==> config.mk <==
export PLATFORM = sky130hd
export DESIGN_NAME = conv_read_ctrl
export DESIGN_NICKNAME = d
export VERILOG_FILES = /design/src/rtl/conv_read_pkg.sv /design/src/rtl/conv_read_ctl.sv /design/src/rtl/conv_read_dp.sv /design/src/rtl/conv_read_ctrl.sv
export SDC_FILE = /design/constraint.sdc
export NUM_CORES = 1
export LEC_CHECK = 0
export CORE_MARGIN = 3
export CORE_UTILIZATION = 43
export CTS_CLUSTER_DIAMETER = 40
export DETAILED_ROUTE_END_ITERATION = 10
export SLEW_MARGIN = 20
export SYNTH_ARGS = -nofsm -noshare
export SYNTH_HDL_FRONTEND = slang
export SYNTH_SLANG_ARGS = --single-unit
==> constraint.sdc <==
create_clock -name clk -period 1.9 [get_ports clk]
set_clock_uncertainty 0.05 [all_clocks]
set_input_delay 0.38 -clock clk [delete_from_list [all_inputs] [get_ports clk]]
set_output_delay 0.38 -clock clk [all_outputs]
set_load 0.1 [all_outputs]
==> src/rtl/conv_read_pkg.sv <==
package conv_read_pkg;

  typedef enum logic [2:0] {
    ST_IDLE,
    ST_CONV,
    ST_WAIT,
    ST_SHIFT,
    ST_DONE
  } ctlState_t;

  typedef struct packed {
    logic clearShift;
    logic captureBit;
    logic publish;
  } dpCtl_t;

endpackage

==> src/rtl/conv_read_ctl.sv <==
module conv_read_ctl
  import conv_read_pkg::*;
#(
  parameter int CONV_LOW_CYC = 4,
  parameter int SCLK_HALF    = 5,
  parameter int GUARD_CYC    = 40,
  parameter int WORD_BITS    = 16
) (
  input  logic   clk,
  input  logic   rstN,
  input  logic   startReq,
  input  logic   busy,
  output logic   convStartN,
  output logic   sclk,
  output dpCtl_t dpCtl
);

  localparam int CONV_W  = $clog2(CONV_LOW_CYC + 1);
  localparam int HALF_W  = $clog2(SCLK_HALF + 1);
  localparam int GUARD_W = $clog2(GUARD_CYC + 1);
  localparam int BIT_W   = $clog2(WORD_BITS);
  localparam logic [BIT_W-1:0]   LAST_BIT  = BIT_W'(WORD_BITS - 1);
  localparam logic [CONV_W-1:0]  CONV_LOAD = CONV_W'(CONV_LOW_CYC - 1);
  localparam logic [HALF_W-1:0]  HALF_LOAD = HALF_W'(SCLK_HALF - 1);
  localparam logic [GUARD_W-1:0] GUARD_LOAD = GUARD_W'(GUARD_CYC);

  ctlState_t          state;
  logic [CONV_W-1:0]  convCnt;
  logic [HALF_W-1:0]  phaseCnt;
  logic [BIT_W-1:0]   bitCnt;
  logic [GUARD_W-1:0] guardCnt;
  logic               pend;
  logic               launch;
  logic               edgeFall;
  logic               lastFall;

  assign launch   = (state == ST_IDLE) && (guardCnt == '0) && (startReq || pend);
  assign edgeFall = (state == ST_SHIFT) && (phaseCnt == '0) && sclk;
  assign lastFall = edgeFall && (bitCnt == LAST_BIT);

  always_comb begin
    dpCtl.clearShift = launch;
    dpCtl.captureBit = edgeFall;
    dpCtl.publish    = (state == ST_DONE);
  end

  // request hold-off and quiet interval
  always_ff @(posedge clk or negedge rstN) begin
    if (!rstN) begin
      pend     <= 1'b0;
      guardCnt <= '0;
    end else begin
      if (launch)        pend <= 1'b0;
      else if (startReq) pend <= 1'b1;
      if (lastFall)              guardCnt <= GUARD_LOAD;
      else if (guardCnt != '0)   guardCnt <= guardCnt - 1'b1;
    end
  end

  // main sequence
  always_ff @(posedge clk or negedge rstN) begin
    if (!rstN) begin
      state      <= ST_IDLE;
      convStartN <= 1'b1;
      sclk       <= 1'b0;
      convCnt    <= '0;
      phaseCnt   <= '0;
      bitCnt     <= '0;
    end else begin
      unique case (state)
        ST_IDLE: begin
          if (launch) begin
            convStartN <= 1'b0;
            convCnt    <= CONV_LOAD;
            state      <= ST_CONV;
          end
        end
        ST_CONV: begin
          if (convCnt == '0) begin
            convStartN <= 1'b1;
            state      <= ST_WAIT;
          end else begin
            convCnt <= convCnt - 1'b1;
          end
        end
        ST_WAIT: begin
          if (!busy) begin
            sclk     <= 1'b1;
            phaseCnt <= HALF_LOAD;
            bitCnt   <= '0;
            state    <= ST_SHIFT;
          end
        end
        ST_SHIFT: begin
          if (phaseCnt != '0) begin
            phaseCnt <= phaseCnt - 1'b1;
          end else begin
            phaseCnt <= HALF_LOAD;
            if (sclk) begin
              sclk <= 1'b0;
              if (bitCnt == LAST_BIT) state <= ST_DONE;
              else                    bitCnt <= bitCnt + 1'b1;
            end else begin
              sclk <= 1'b1;
            end
          end
        end
        ST_DONE: state <= ST_IDLE;
        default: state <= ST_IDLE;
      endcase
    end
  end

  // ---------------- observation counters for the properties ----------------
  logic        sclkQ;
  logic [15:0] lowRun;
  logic [31:0] sinceFall;
  logic [7:0]  risesInRead;

  always_ff @(posedge clk or negedge rstN) begin
    if (!rstN) begin
      sclkQ       <= 1'b0;
      lowRun      <= '0;
      sinceFall   <= '1;
      risesInRead <= '0;
    end else begin
      sclkQ  <= sclk;
      lowRun <= convStartN ? 16'd0 : lowRun + 16'd1;
      if (sclkQ && !sclk)        sinceFall <= 32'd1;
      else if (sinceFall != '1)  sinceFall <= sinceFall + 32'd1;
      if (!convStartN)           risesInRead <= '0;
      else if (!sclkQ && sclk)   risesInRead <= risesInRead + 8'd1;
    end
  end


  conv_pulse_width_chk: assert property (@(posedge clk) disable iff (!rstN)
    $rose(convStartN) |-> (lowRun == 16'(CONV_LOW_CYC)));


  no_clock_while_busy_chk: assert property (@(posedge clk) disable iff (!rstN)
    (busy && !sclk) |=> !sclk);


  sixteen_pulses_chk: assert property (@(posedge clk) disable iff (!rstN)
    (state == ST_DONE) |-> (risesInRead == 8'(WORD_BITS)));


  clock_parked_chk: assert property (@(posedge clk) disable iff (!rstN)
    !convStartN |-> !sclk);


  guard_interval_chk: assert property (@(posedge clk) disable iff (!rstN)
    $fell(convStartN) |-> (sinceFall >= 32'(GUARD_CYC)));

endmodule

==> src/rtl/conv_read_dp.sv <==
module conv_read_dp
  import conv_read_pkg::*;
#(
  parameter int LEAD_BITS = 4,
  parameter int DATA_BITS = 12
) (
  input  logic                 clk,
  input  logic                 rstN,
  input  dpCtl_t               dpCtl,
  input  logic                 sdata,
  output logic [DATA_BITS-1:0] result,
  output logic                 resultValid,
  output logic                 leadErr
);

  localparam int WORD_BITS = LEAD_BITS + DATA_BITS;

  logic [WORD_BITS-1:0] shiftReg;

  always_ff @(posedge clk or negedge rstN) begin
    if (!rstN) begin
      shiftReg <= '0;
    end else if (dpCtl.clearShift) begin
      shiftReg <= '0;
    end else if (dpCtl.captureBit) begin
      shiftReg <= {shiftReg[WORD_BITS-2:0], sdata};
    end
  end

  always_ff @(posedge clk or negedge rstN) begin
    if (!rstN) begin
      result      <= '0;
      leadErr     <= 1'b0;
      resultValid <= 1'b0;
    end else begin
      resultValid <= dpCtl.publish;
      if (dpCtl.publish) begin
        result  <= shiftReg[DATA_BITS-1:0];
        leadErr <= |shiftReg[WORD_BITS-1:DATA_BITS];
      end
    end
  end


  valid_single_cycle_chk: assert property (@(posedge clk) disable iff (!rstN)
    resultValid |=> !resultValid);


  result_hold_chk: assert property (@(posedge clk) disable iff (!rstN)
    !resultValid |-> ($stable(result) && $stable(leadErr)));

endmodule

==> src/rtl/conv_read_ctrl.sv <==
module conv_read_ctrl
  import conv_read_pkg::*;
#(
  parameter int CONV_LOW_CYC = 4,
  parameter int SCLK_HALF    = 5,
  parameter int GUARD_CYC    = 40,
  parameter int LEAD_BITS    = 4,
  parameter int DATA_BITS    = 12
) (
  input  logic                 clk,
  input  logic                 rstN,
  input  logic                 startReq,
  input  logic                 busy,
  input  logic                 sdata,
  output logic                 convStartN,
  output logic                 sclk,
  output logic [DATA_BITS-1:0] result,
  output logic                 resultValid,
  output logic                 leadErr
);

  localparam int WORD_BITS = LEAD_BITS + DATA_BITS;

  dpCtl_t dpCtl;

  conv_read_ctl #(
    .CONV_LOW_CYC(CONV_LOW_CYC),
    .SCLK_HALF   (SCLK_HALF),
    .GUARD_CYC   (GUARD_CYC),
    .WORD_BITS   (WORD_BITS)
  ) u_ctl (
    .clk       (clk),
    .rstN      (rstN),
    .startReq  (startReq),
    .busy      (busy),
    .convStartN(convStartN),
    .sclk      (sclk),
    .dpCtl     (dpCtl)
  );

  conv_read_dp #(
    .LEAD_BITS(LEAD_BITS),
    .DATA_BITS(DATA_BITS)
  ) u_dp (
    .clk        (clk),
    .rstN       (rstN),
    .dpCtl      (dpCtl),
    .sdata      (sdata),
    .result     (result),
    .resultValid(resultValid),
    .leadErr    (leadErr)
  );

endmodule

-- Yosys cells after proc, flatten, opt, wreduce, memory -nomap -nowiden
Index checks and enable logic that the tools add are counted.
- word-level logic and storage cells: 84
- input bits: 5
- flip-flop bits (word level): 52
- output and inout port bits: 16
- $add $sub $neg: 4
- eq/ne operators: 13
- muxes and demuxes: 31
- reduce and logical (&&, ||, !) cells: 24
- operators by type and width (operator ; number):
    16-bit two-way mux ; 2
    3-bit two-way mux ; 10
    4-bit two-way mux ; 4
    6-bit two-way mux ; 2
    3-bit one-hot mux with 2 select lines ; 2
    3-bit one-hot mux with 4 select lines ; 1
    2-bit != test (second input constant) ; 5
    2-bit nonzero test ; 5
    3-bit zero test ; 3
    3-bit AND reduction ; 3
    4-bit one-hot mux with 2 select lines ; 1
    1-bit two-way mux ; 7
    3-bit by 2-bit equality test with 1-bit output (second input constant) ; 2
    6-bit zero test ; 1
    2-bit by 1-bit != test with 1-bit output (second input constant) ; 3
    6-bit AND reduction ; 1
    6-bit nonzero test ; 1
    3-bit by 1-bit subtractor with 3-bit output (second input constant) ; 2
    6-bit by 1-bit subtractor with 6-bit output (second input constant) ; 1
    1-bit logical AND ; 5
    5-bit AND reduction ; 1
    4-bit by 1-bit adder with 4-bit output (second input constant) ; 1
    4-bit equality test (second input constant) ; 1
    1-bit one-hot mux with 2 select lines ; 2
    6 further kinds ; 6

-- Depth between registers and ports, before layout
Gate-level depths: netlist (run 1).
- word-level depth: 5
- gate-level depth with buffers: 7
- depth with buffers taken out: 6

-- Modules after synthesis
From an unflattened synthesis (run 1), not the netlist that was laid out.
- cells, all modules: 205
- area, all modules: 2388.5 um^2
- modules (own cells, without submodules) (module ; instances ; area each (um^2) ; seq. area each (um^2) ; cells an instance):
    conv_read_dp ; 1 ; 1202.4 ; 750.7 ; 82
    conv_read_ctl ; 1 ; 1186.1 ; 551.8 ; 123

-- Least setup slack after synthesis (run 1)
Ideal clock, no wire load.
- path type: flip-flop to flip-flop
- start: register u_ctl.sclk
- end: register u_ctl.bitCnt[3]
- data required time: 1.717 ns
- period minus slack after synthesis: 2.243 ns
- data arrival time: 2.060 ns
- path slack: -0.343 ns
- path buffers: 1
- library setup time: 0.133 ns
- cell stages (with the launch flop): 5
- cell sequence: dfrtp_1 > or4b_4 > clkbuf_1 > o311ai_1 > nand3_1
- cells in the longest elaborated chain, start to end: 2
- ends and longest elaborated chain (item ; line ; RTL):
    from (decl) ; conv_read_ctl.sv:14 ; output logic sclk,
    from (signal assigned) ; conv_read_ctl.sv:65 ; sclk <= 1'b0;
    from (signal assigned) ; conv_read_ctl.sv:88 ; sclk <= 1'b1;
    from (signal assigned) ; conv_read_ctl.sv:100 ; sclk <= 1'b0;
    2-bit by 1-bit != test with 1-bit output (no source line) ; n/a ;
    5-bit AND reduction (no source line) ; n/a ;
    to (signal assigned) ; conv_read_ctl.sv:102 ; else bitCnt <= bitCnt + 1'b1;
    to (decl) ; conv_read_ctl.sv:30 ; logic [BIT_W-1:0] bitCnt;
No other way between the ends.
A chain may end at the register's enable or synchronous reset.

-- Worst setup path in the final report (run 1)
- start: register u_ctl.guardCnt[1]
- end: register u_dp.shiftReg[1]
- cells in the longest elaborated chain, start to end: 4
- elaborated cells between the ends (all ways): 5
- those cells by class: 1 x mux; 4 x reduce/logical
- ends and longest elaborated chain (item ; line ; RTL):
    from (decl) ; conv_read_ctl.sv:31 ; logic [GUARD_W-1:0] guardCnt;
    from (signal assigned) ; conv_read_ctl.sv:56 ; else if (guardCnt != '0) guardCnt <= guardCnt - 1'b1;
    6-bit zero test * ; conv_read_ctl.sv:37 ; assign launch = (state == ST_IDLE) && (guardCnt == '0) && (startReq || pend);
    1-bit logical AND * (2 in series) ; conv_read_ctl.sv:37 ;
    16-bit two-way mux or 2-bit nonzero test (tied branches) ; n/a ;
    to (signal assigned) ; conv_read_dp.sv:26 ; shiftReg <= {shiftReg[WORD_BITS-2:0], sdata};
    to (decl) ; conv_read_dp.sv:18 ; logic [WORD_BITS-1:0] shiftReg;
Mark *: on every way between the ends. The rest lies on a longest branch, timed or not.

==> results of run 1 <==
## flip-flops by register name (all words and copies together), names as in the netlist, 3 cells and up
name            flops
u_ctl.guardCnt      6
u_ctl.state         3
u_dp.result        12
u_ctl.phaseCnt      3
u_ctl.bitCnt        4
u_ctl.convCnt       3
u_dp.shiftReg      16
## cells by family (layout without fill, tap and decap cells)
family / Yosys count / count (layout)
mux: 13 / 13
fa+ha+maj: 4 / 4
simple gates: 80 / 80
compound gates: 65 / 65
flops: 52 / 52
buf+inv: 23 / 56
## through the flow
stage                     TNS (ns)  total power, W
final                            0        0.004039
after detailed placement         0        0.003382
after CTS                        0        0.004027
after floorplan                  0        0.002833
after global routing      -0.01104        0.004334
after global placement           0        0.003363
## cells in the final DEF, fill, tap and decap left out, types with 3 or more instances in the layout
cell type         n
a21oi_1          23
clkdlybuf4s50_1   3
a221o_1           3
nand2b_1          3
nand2_1           8
nor3_1           11
mux2_2           12
o21ai_0          22
ha_1              4
dfrtp_1          50
nand3_1          21
buf_12           17
inv_1             6
nand3b_1          3
o21a_1            3
nor2_1            9
buf_4            21
clkbuf_8          5
## critical path: cells and delay by family (launching register included)
kind                     cells  cell delay, ns
buffers and inverters        2            0.29
flip-flops                   1            0.39
AND/OR/NAND/NOR              2            0.75
AO/OA/AOI/OAI                1            0.05
adder cells (fa/ha/maj)      1            0.15
## worst max-delay path by stage
stage | start | end | slack [ns] | depth (start not counted)
finish | u_ctl.guardCnt[1] | u_dp.shiftReg[1] | 0.12 | 6
global route | u_ctl.guardCnt[0] | u_ctl.convCnt[1] | -0.005 | 6
CTS | u_ctl.guardCnt[1] | u_dp.shiftReg[14] | 0.001 | 6
detailed placement | u_ctl.guardCnt[1] | u_dp.shiftReg[1] | 0.01 | 6
global placement | u_ctl.guardCnt[1] | u_dp.shiftReg[9] | 0.08 | 6
floorplan | u_ctl.guardCnt[0] | u_dp.shiftReg[7] | 0.007 | 7
## repair_timing
action	in CTS	in global routing
resized for setup	0	1
endpoints found under the setup margin	0	21
setup buffers	0	2
## per-layer routing
metal  vias up  routed length [um]  GRT usage [%]
met5         -                   0              0
met4         0                  56          4.485
met3         5                 187          4.167
met2        31                2166          22.86
met1       948                2350          23.14
li1        928                   -              -
## final cells by class
class / instances / area (um2)
Inverter: 6 / 22.52
Multi-Input combinational cell: 162 / 1075
Fill cell: 465 / 2222
Sequential cell: 52 / 1306
Timing Repair Buffer: 42 / 533.0
Clock inverter: 2 / 16.27
Clock buffer: 6 / 72.57
Tap cell: 70 / 87.58
## power groups by stage
stage	sequential [W]	combinational, W	clock (W)
2_1_floorplan	0.00176	0.00107	0
3_3_place_gp	0.00167	0.00169	0
3_5_place_dp	0.00168	0.00171	0
4_1_cts	0.00166	0.00171	0.000658
5_1_grt	0.00171	0.00192	0.000705
6_report	0.00166	0.00175	0.000637
==> reports/qor.yml, run 1 <==
timing:
  relSlewSlack_pct: 61.95
  finalWorstSetupSlack_ns: 0.1220
  setup-violations-final: 0
  hold_viol_final: 5
  clock.fmax_mhz: 562.4
  drv_slew: 0
  fin_crit_sh_pct: 93.58
  holdWs_ns: -0.005315
  worst_pin_slew_ns: 0.5692
  period_needed_ns: 1.778
pwr:
  p_per_area_mw_per_mm2: 1298
  combPwrFrac_pct: 43.2
  p_sw_share_pct: 39.69
  p_sw_w: 0.001603
  clkPwrFrac_pct: 15.8
  p_seq_share_pct: 41.0
  ir_drop_mv: 0.6970
  leakage_nw: 1.364
  p_int_w: 0.002436
logic_synthesis:
  syn_area_per_cell_um2: 10.43
  netlist_instances: 237
  ys_seq_elements: 52
  ys_top_cells_by_count: "51 x dfrtp_1, 23 x a21oi_1, 22 x o21ai_0"
  muxShareOfSynthArea_pct: 5.870
  synth_edf_count: 0
  synthAdderAreaFrac_pct: 2.024
  synth_area_leaders: "dfrtp_1 52%, mux2_2 5.5%, a21oi_1 4.7%, o21ai_0 4.5%, nand3_1 4.3%"
  ys_types: 50
  yosysMostFrequentCell: "dfrtp_1"
  syn_nets: 246
  ys_seq_area_share_pct: 52.68
  synth_compound_area_share_pct: 15.74
  yosysTopAreaCell: "dfrtp_1"
  async_reset_ff_share_pct: 100.0
  synth.top_cell.area_share_pct: 51.62
  synth_top_family_by_area: "simple AND/OR/NAND/NOR gates"
  synth_warnings: 0
  ys.flop_type: "dfrtp_1"
  yosys.area_share.simple_pct: 19.43
  synth_xor_area_share_pct: 0
  post_synth_instance_area_mm2: 0.002472
clock_network:
  clk_pin_slew_worst_paths_ns: 0.09
  cts_sinks: 52
  clock_tree.root_cell: "clkbuf_8"
  worstSkewPairLatency_ns: 0.31
  htreeDepth: 2
  clk_path_buf_depth: 2
  cts_tree: "built"
  cts_hold_buf: 0
  cts_made_buffers: 5
global_routing:
  grt_antenna_before_repair: 0
  grtUsageTotal_pct: 15.75
  grt_pass1_wl_mm: 8.183
  grt_max_degree: 53
  grt_pass1_vias: 1714
  globalRouteOverflowTotal: 0
placement:
  hpwl_mm: 3.199
  dp_slack_ns: 0.009899
  place_area_mm2: 0.003005
  gp_congestion: 0.8280
  dp_cells: 330
  numPortBuffers: 20
setup_path:
  crit_fanout: 10
  critPathMaxStageDelay_ns: 0.48
  crit_type: "reg -> reg"
  crit_chain: "inv_1, ha_1, or4b_4, nor4_4, buf_4, a21oi_1"
  cp.required_ns: 2.05
  rr_worst_depth: 6
  critPathLaunchType: "register"
  r2r_setup_slack_ns: 0.12
  r2r_end: "u_dp.shiftReg[1]"
  crit_slowest_cell: "or4b_4"
  reg2reg_from: "u_ctl.guardCnt[1]"
  cp-end-kind: "register"
  critPathArrivalTime_ns: 1.92
drt:
  routed_wl_mm: 4.760
  via_per_inst: 5.624
  wl_per_cell_um: 14.00
  postRouteAntennaNets: 0
  vias: 1912
  drc: 0
  first_pass_iters: 4
  first_iter_violations: 132
die:
  io_pins: 21
  design.core.area_mm2: 0.005335
  die_area_mm2: 0.006695
  die_w_um: 81.83
  start_util_pct: 46.34
  die_y_um: 81.83
  num_rows: 26
finish:
  drive_above_1_share_pct: 25.56
  final_util_pct: 58.35
  layout.nets: 278
  finalNonFillerCells: 340
  area.growth.synth_to_final_pct: 25.91
  diodes: 0
  stdcell_area_mm2: 0.003113
min_path:
  worstHoldPathType: "in -> async"
job:
  drv_cap: 0
outcome:
  status: "finished, violations left"
  failed_checks: "negative hold slack"
No activity file was read; power rests on OpenSTA's default activity.
==> run 2, diff against run 1 <==
--- a/config.mk
+++ b/config.mk
@@ -6,9 +6,10 @@
 export NUM_CORES = 1
 export LEC_CHECK = 0
 export CORE_MARGIN = 3
-export CORE_UTILIZATION = 43
+export CORE_UTILIZATION = 38
 export CTS_CLUSTER_DIAMETER = 40
 export DETAILED_ROUTE_END_ITERATION = 10
+export SETUP_SLACK_MARGIN = 0.4
 export SLEW_MARGIN = 20
 export SYNTH_ARGS = -nofsm -noshare
 export SYNTH_HDL_FRONTEND = slang
==> run 2 against run 1 <==
The flow now finishes without violations. Sequential power about the same. Cell count up 7.9%. Count of clock-buffer cells in the layout shrank 1. Via count is 7.6% higher. Critical path type unchanged. Non-clock buffer count is 22 higher. Power increased by 23%. Setup slack got worse by 0.028 ns. Register-to-register slack worse by 0.03 ns. Core utilization grew 1.3 points. Clock power rose by 44%.
==> reports/qor.yml, run 2 (synthesis results as in run 1) <==
outcome:
  status: "finished clean"
die:
  design.core.area_mm2: 0.006096  # +14%
  num_rows: 28  # +7.7%
  start_util_pct: 40.56  # -5.8 points
  die_w_um: 86.66  # +5.9%
  die_y_um: 86.66  # +5.9%
  die_area_mm2: 0.007510  # +12%
  io_pins: 21  # unchanged
pwr:
  p_sw_share_pct: 37.65  # -2.0 points
  leakage_nw: 1.594  # +17%
  clkPwrFrac_pct: 18.5  # +2.7 points
  combPwrFrac_pct: 48.4  # +5.2 points
  p_int_w: 0.003092  # +27%
  ir_drop_mv: 0.7897  # +13%
  finalPower_w: 0.004959  # +23%
  p_sw_w: 0.001867  # +16%
  p_per_area_mw_per_mm2: 1363  # +5.1%
  p_seq_share_pct: 33.1  # -7.9 points
finish:
  diodes: 0  # unchanged
  reg_top3: "u_dp.shiftReg (16), u_dp.result (12), u_ctl.guardCnt (6)"
  layout_common_cells: "48 x dfrtp_1, 27 x buf_4, 20 x o21ai_0, 20 x a21oi_1, 19 x buf_12"
  mostFrequentLayoutCell: "dfrtp_1"
  multiInputGateArea_mm2: 0.001260  # +17%
  top_register: "u_dp.shiftReg"
  layout.nets: 300  # +7.9%
  largest_reg_flops: 16  # unchanged
  stdcell_area_mm2: 0.003637  # +17%
  regArea_mm2: 0.001309  # +0.19%
  finalNonFillerCells: 367  # +7.9%
  num-fill-cells: 516  # +11%
  drive_above_1_share_pct: 40.07  # +15 points
  area.growth.synth_to_final_pct: 47.12
job:
  drv_cap: 0  # unchanged
global_routing:
  grt_antenna_before_repair: 0  # unchanged
  grt_max_degree: 53  # unchanged
  grt_pass1_vias: 1908  # +11%
  grtUsageTotal_pct: 15.85  # +0.096 points
  grt_pass1_wl_mm: 9.377  # +15%
  globalRouteOverflowTotal: 0  # unchanged
drt:
  via_per_inst: 5.605  # -0.33%
  first_iter_violations: 186  # +41%
  vias: 2057  # +7.6%
  first_pass_iters: 4  # unchanged
  postRouteAntennaNets: 0  # unchanged
  drc: 0  # unchanged
  wl_per_cell_um: 15.75  # +13%
  routed_wl_mm: 5.782  # +21%
placement:
  gp_congestion: 0.7394  # -11%
  dp_cells: 335  # +1.5%
  place_area_mm2: 0.003083  # +2.6%
  dp_slack_ns: 0.07082  # +0.06092 ns
  numPortBuffers: 20  # unchanged
  hpwl_mm: 3.331  # +4.1%
setup_path:
  crit_chain: "inv_1, ha_2, or4b_4, nor4_4, buf_4, o21a_1"
  critPathMaxStageDelay_ns: 0.49  # about the same
  crit_slowest_cell: "or4b_4"
  rr_worst_depth: 6  # unchanged
  cp-end-kind: "register"
  critPathLaunchType: "register"
  crit_buf_inv: 2  # unchanged
  crit_fanout: 5  # -5
  r2r_setup_slack_ns: 0.09  # -0.03 ns
  critPathArrivalTime_ns: 2.01  # +0.09 ns
  reg2reg_from: "u_ctl.guardCnt[1]"
  r2r_end: "u_ctl.convCnt[0]"
  cp.required_ns: 2.11  # +0.06 ns
  crit_type: "reg -> reg"
  cp_top_family: "simple AND/OR/NAND/NOR gates"
clock_network:
  htreeDepth: 2  # unchanged
  cts_tree: "built"
  cts_hold_buf: 0  # unchanged
  cts_sinks: 52  # unchanged
  cts_made_buffers: 5  # unchanged
  clk_path_buf_depth: 2  # unchanged
  clock_tree.root_cell: "clkbuf_8"
  clk_pin_slew_worst_paths_ns: 0.10  # about the same
  worstSkewPairLatency_ns: 0.31  # about the same
timing:
  clock.fmax_mhz: 553.9  # -1.5%
  hold_viol_final: 0  # -5
  drv_slew: 0  # unchanged
  setup-violations-final: 0  # unchanged
  relSlewSlack_pct: 72.50  # +11 points
  rsz0062_at_grt: "true"
  worst_pin_slew_ns: 0.4126  # -0.1567 ns
  fin_crit_sh_pct: 95.03  # +1.4 points
  finalWorstSetupSlack_ns: 0.09447  # -0.02751 ns
  tns_ns: 0  # unchanged
  period_needed_ns: 1.806  # +0.02751 ns
min_path:
  worstHoldPathType: "in -> async"
==> run 2: power by group through the flow <==
stage                     sequential (W)  clock [W]  combinational (W)
after global routing             0.00168   0.000995            0.00262
after global placement           0.00166          0            0.00176
after floorplan                  0.00177          0            0.00114
after detailed placement         0.00166          0            0.00179
after CTS                        0.00162   0.000937            0.00206
final                            0.00164   0.000916            0.00240
==> run 2: layer usage <==
| layer | vias to the layer above | global-route usage [%] | share of wire (%) |
|---|---|---|---|
| li1 | 971 | - | - |
| met1 | 1029 | 21.67 | 45 |
| met2 | 49 | 24.97 | 50 |
| met3 | 8 | 3.422 | 3.8 |
| met4 | 0 | 5.382 | 1.3 |
| met5 | - | 0 | 0 |
==> run 2: how the worst max path moves through the flow <==
stage | from | end | cells past startpoint
final | u_ctl.guardCnt[1] | u_ctl.convCnt[0] | 6
after global placement | u_ctl.guardCnt[0] | u_dp.shiftReg[10] | 6
after global routing | u_ctl.guardCnt[1] | u_dp.shiftReg[1] | 6
after CTS | u_ctl.guardCnt[1] | u_ctl.convCnt[2] | 6
after detailed placement | u_ctl.guardCnt[0] | u_dp.shiftReg[12] | 6
after floorplan | u_ctl.guardCnt[0] | u_dp.shiftReg[7] | 7
==> run 2: timing repair <==
action	4_1_cts	5_1_grt
setup endpoints to repair	44	51
gates resized for setup	15	31
cloned	1	1
setup buffers	10	12
pin swaps	7	8
==> run 2: cell type report <==
| class | instances | share of cell area [%] |
|---|---|---|
| repair buffers | 64 | 22.39 |
| flip-flops and latches | 52 | 35.98 |
| well taps | 75 | 2.580 |
| clock inverters | 3 | 1.892 |
| clock buffers | 5 | 1.892 |
| multi-input cells | 162 | 34.64 |
| inverters | 6 | 0.6192 |
==> run 2: metrics by stage <==
step	util (%)	hold WS, ns
6_report	59.67	0.002121
3_3_place_gp	50.57	0.3467
3_5_place_dp	50.57	0.3455
2_1_floorplan	-	0.03441
5_1_grt	59.67	0.01814
4_1_cts	55.54	0.004006
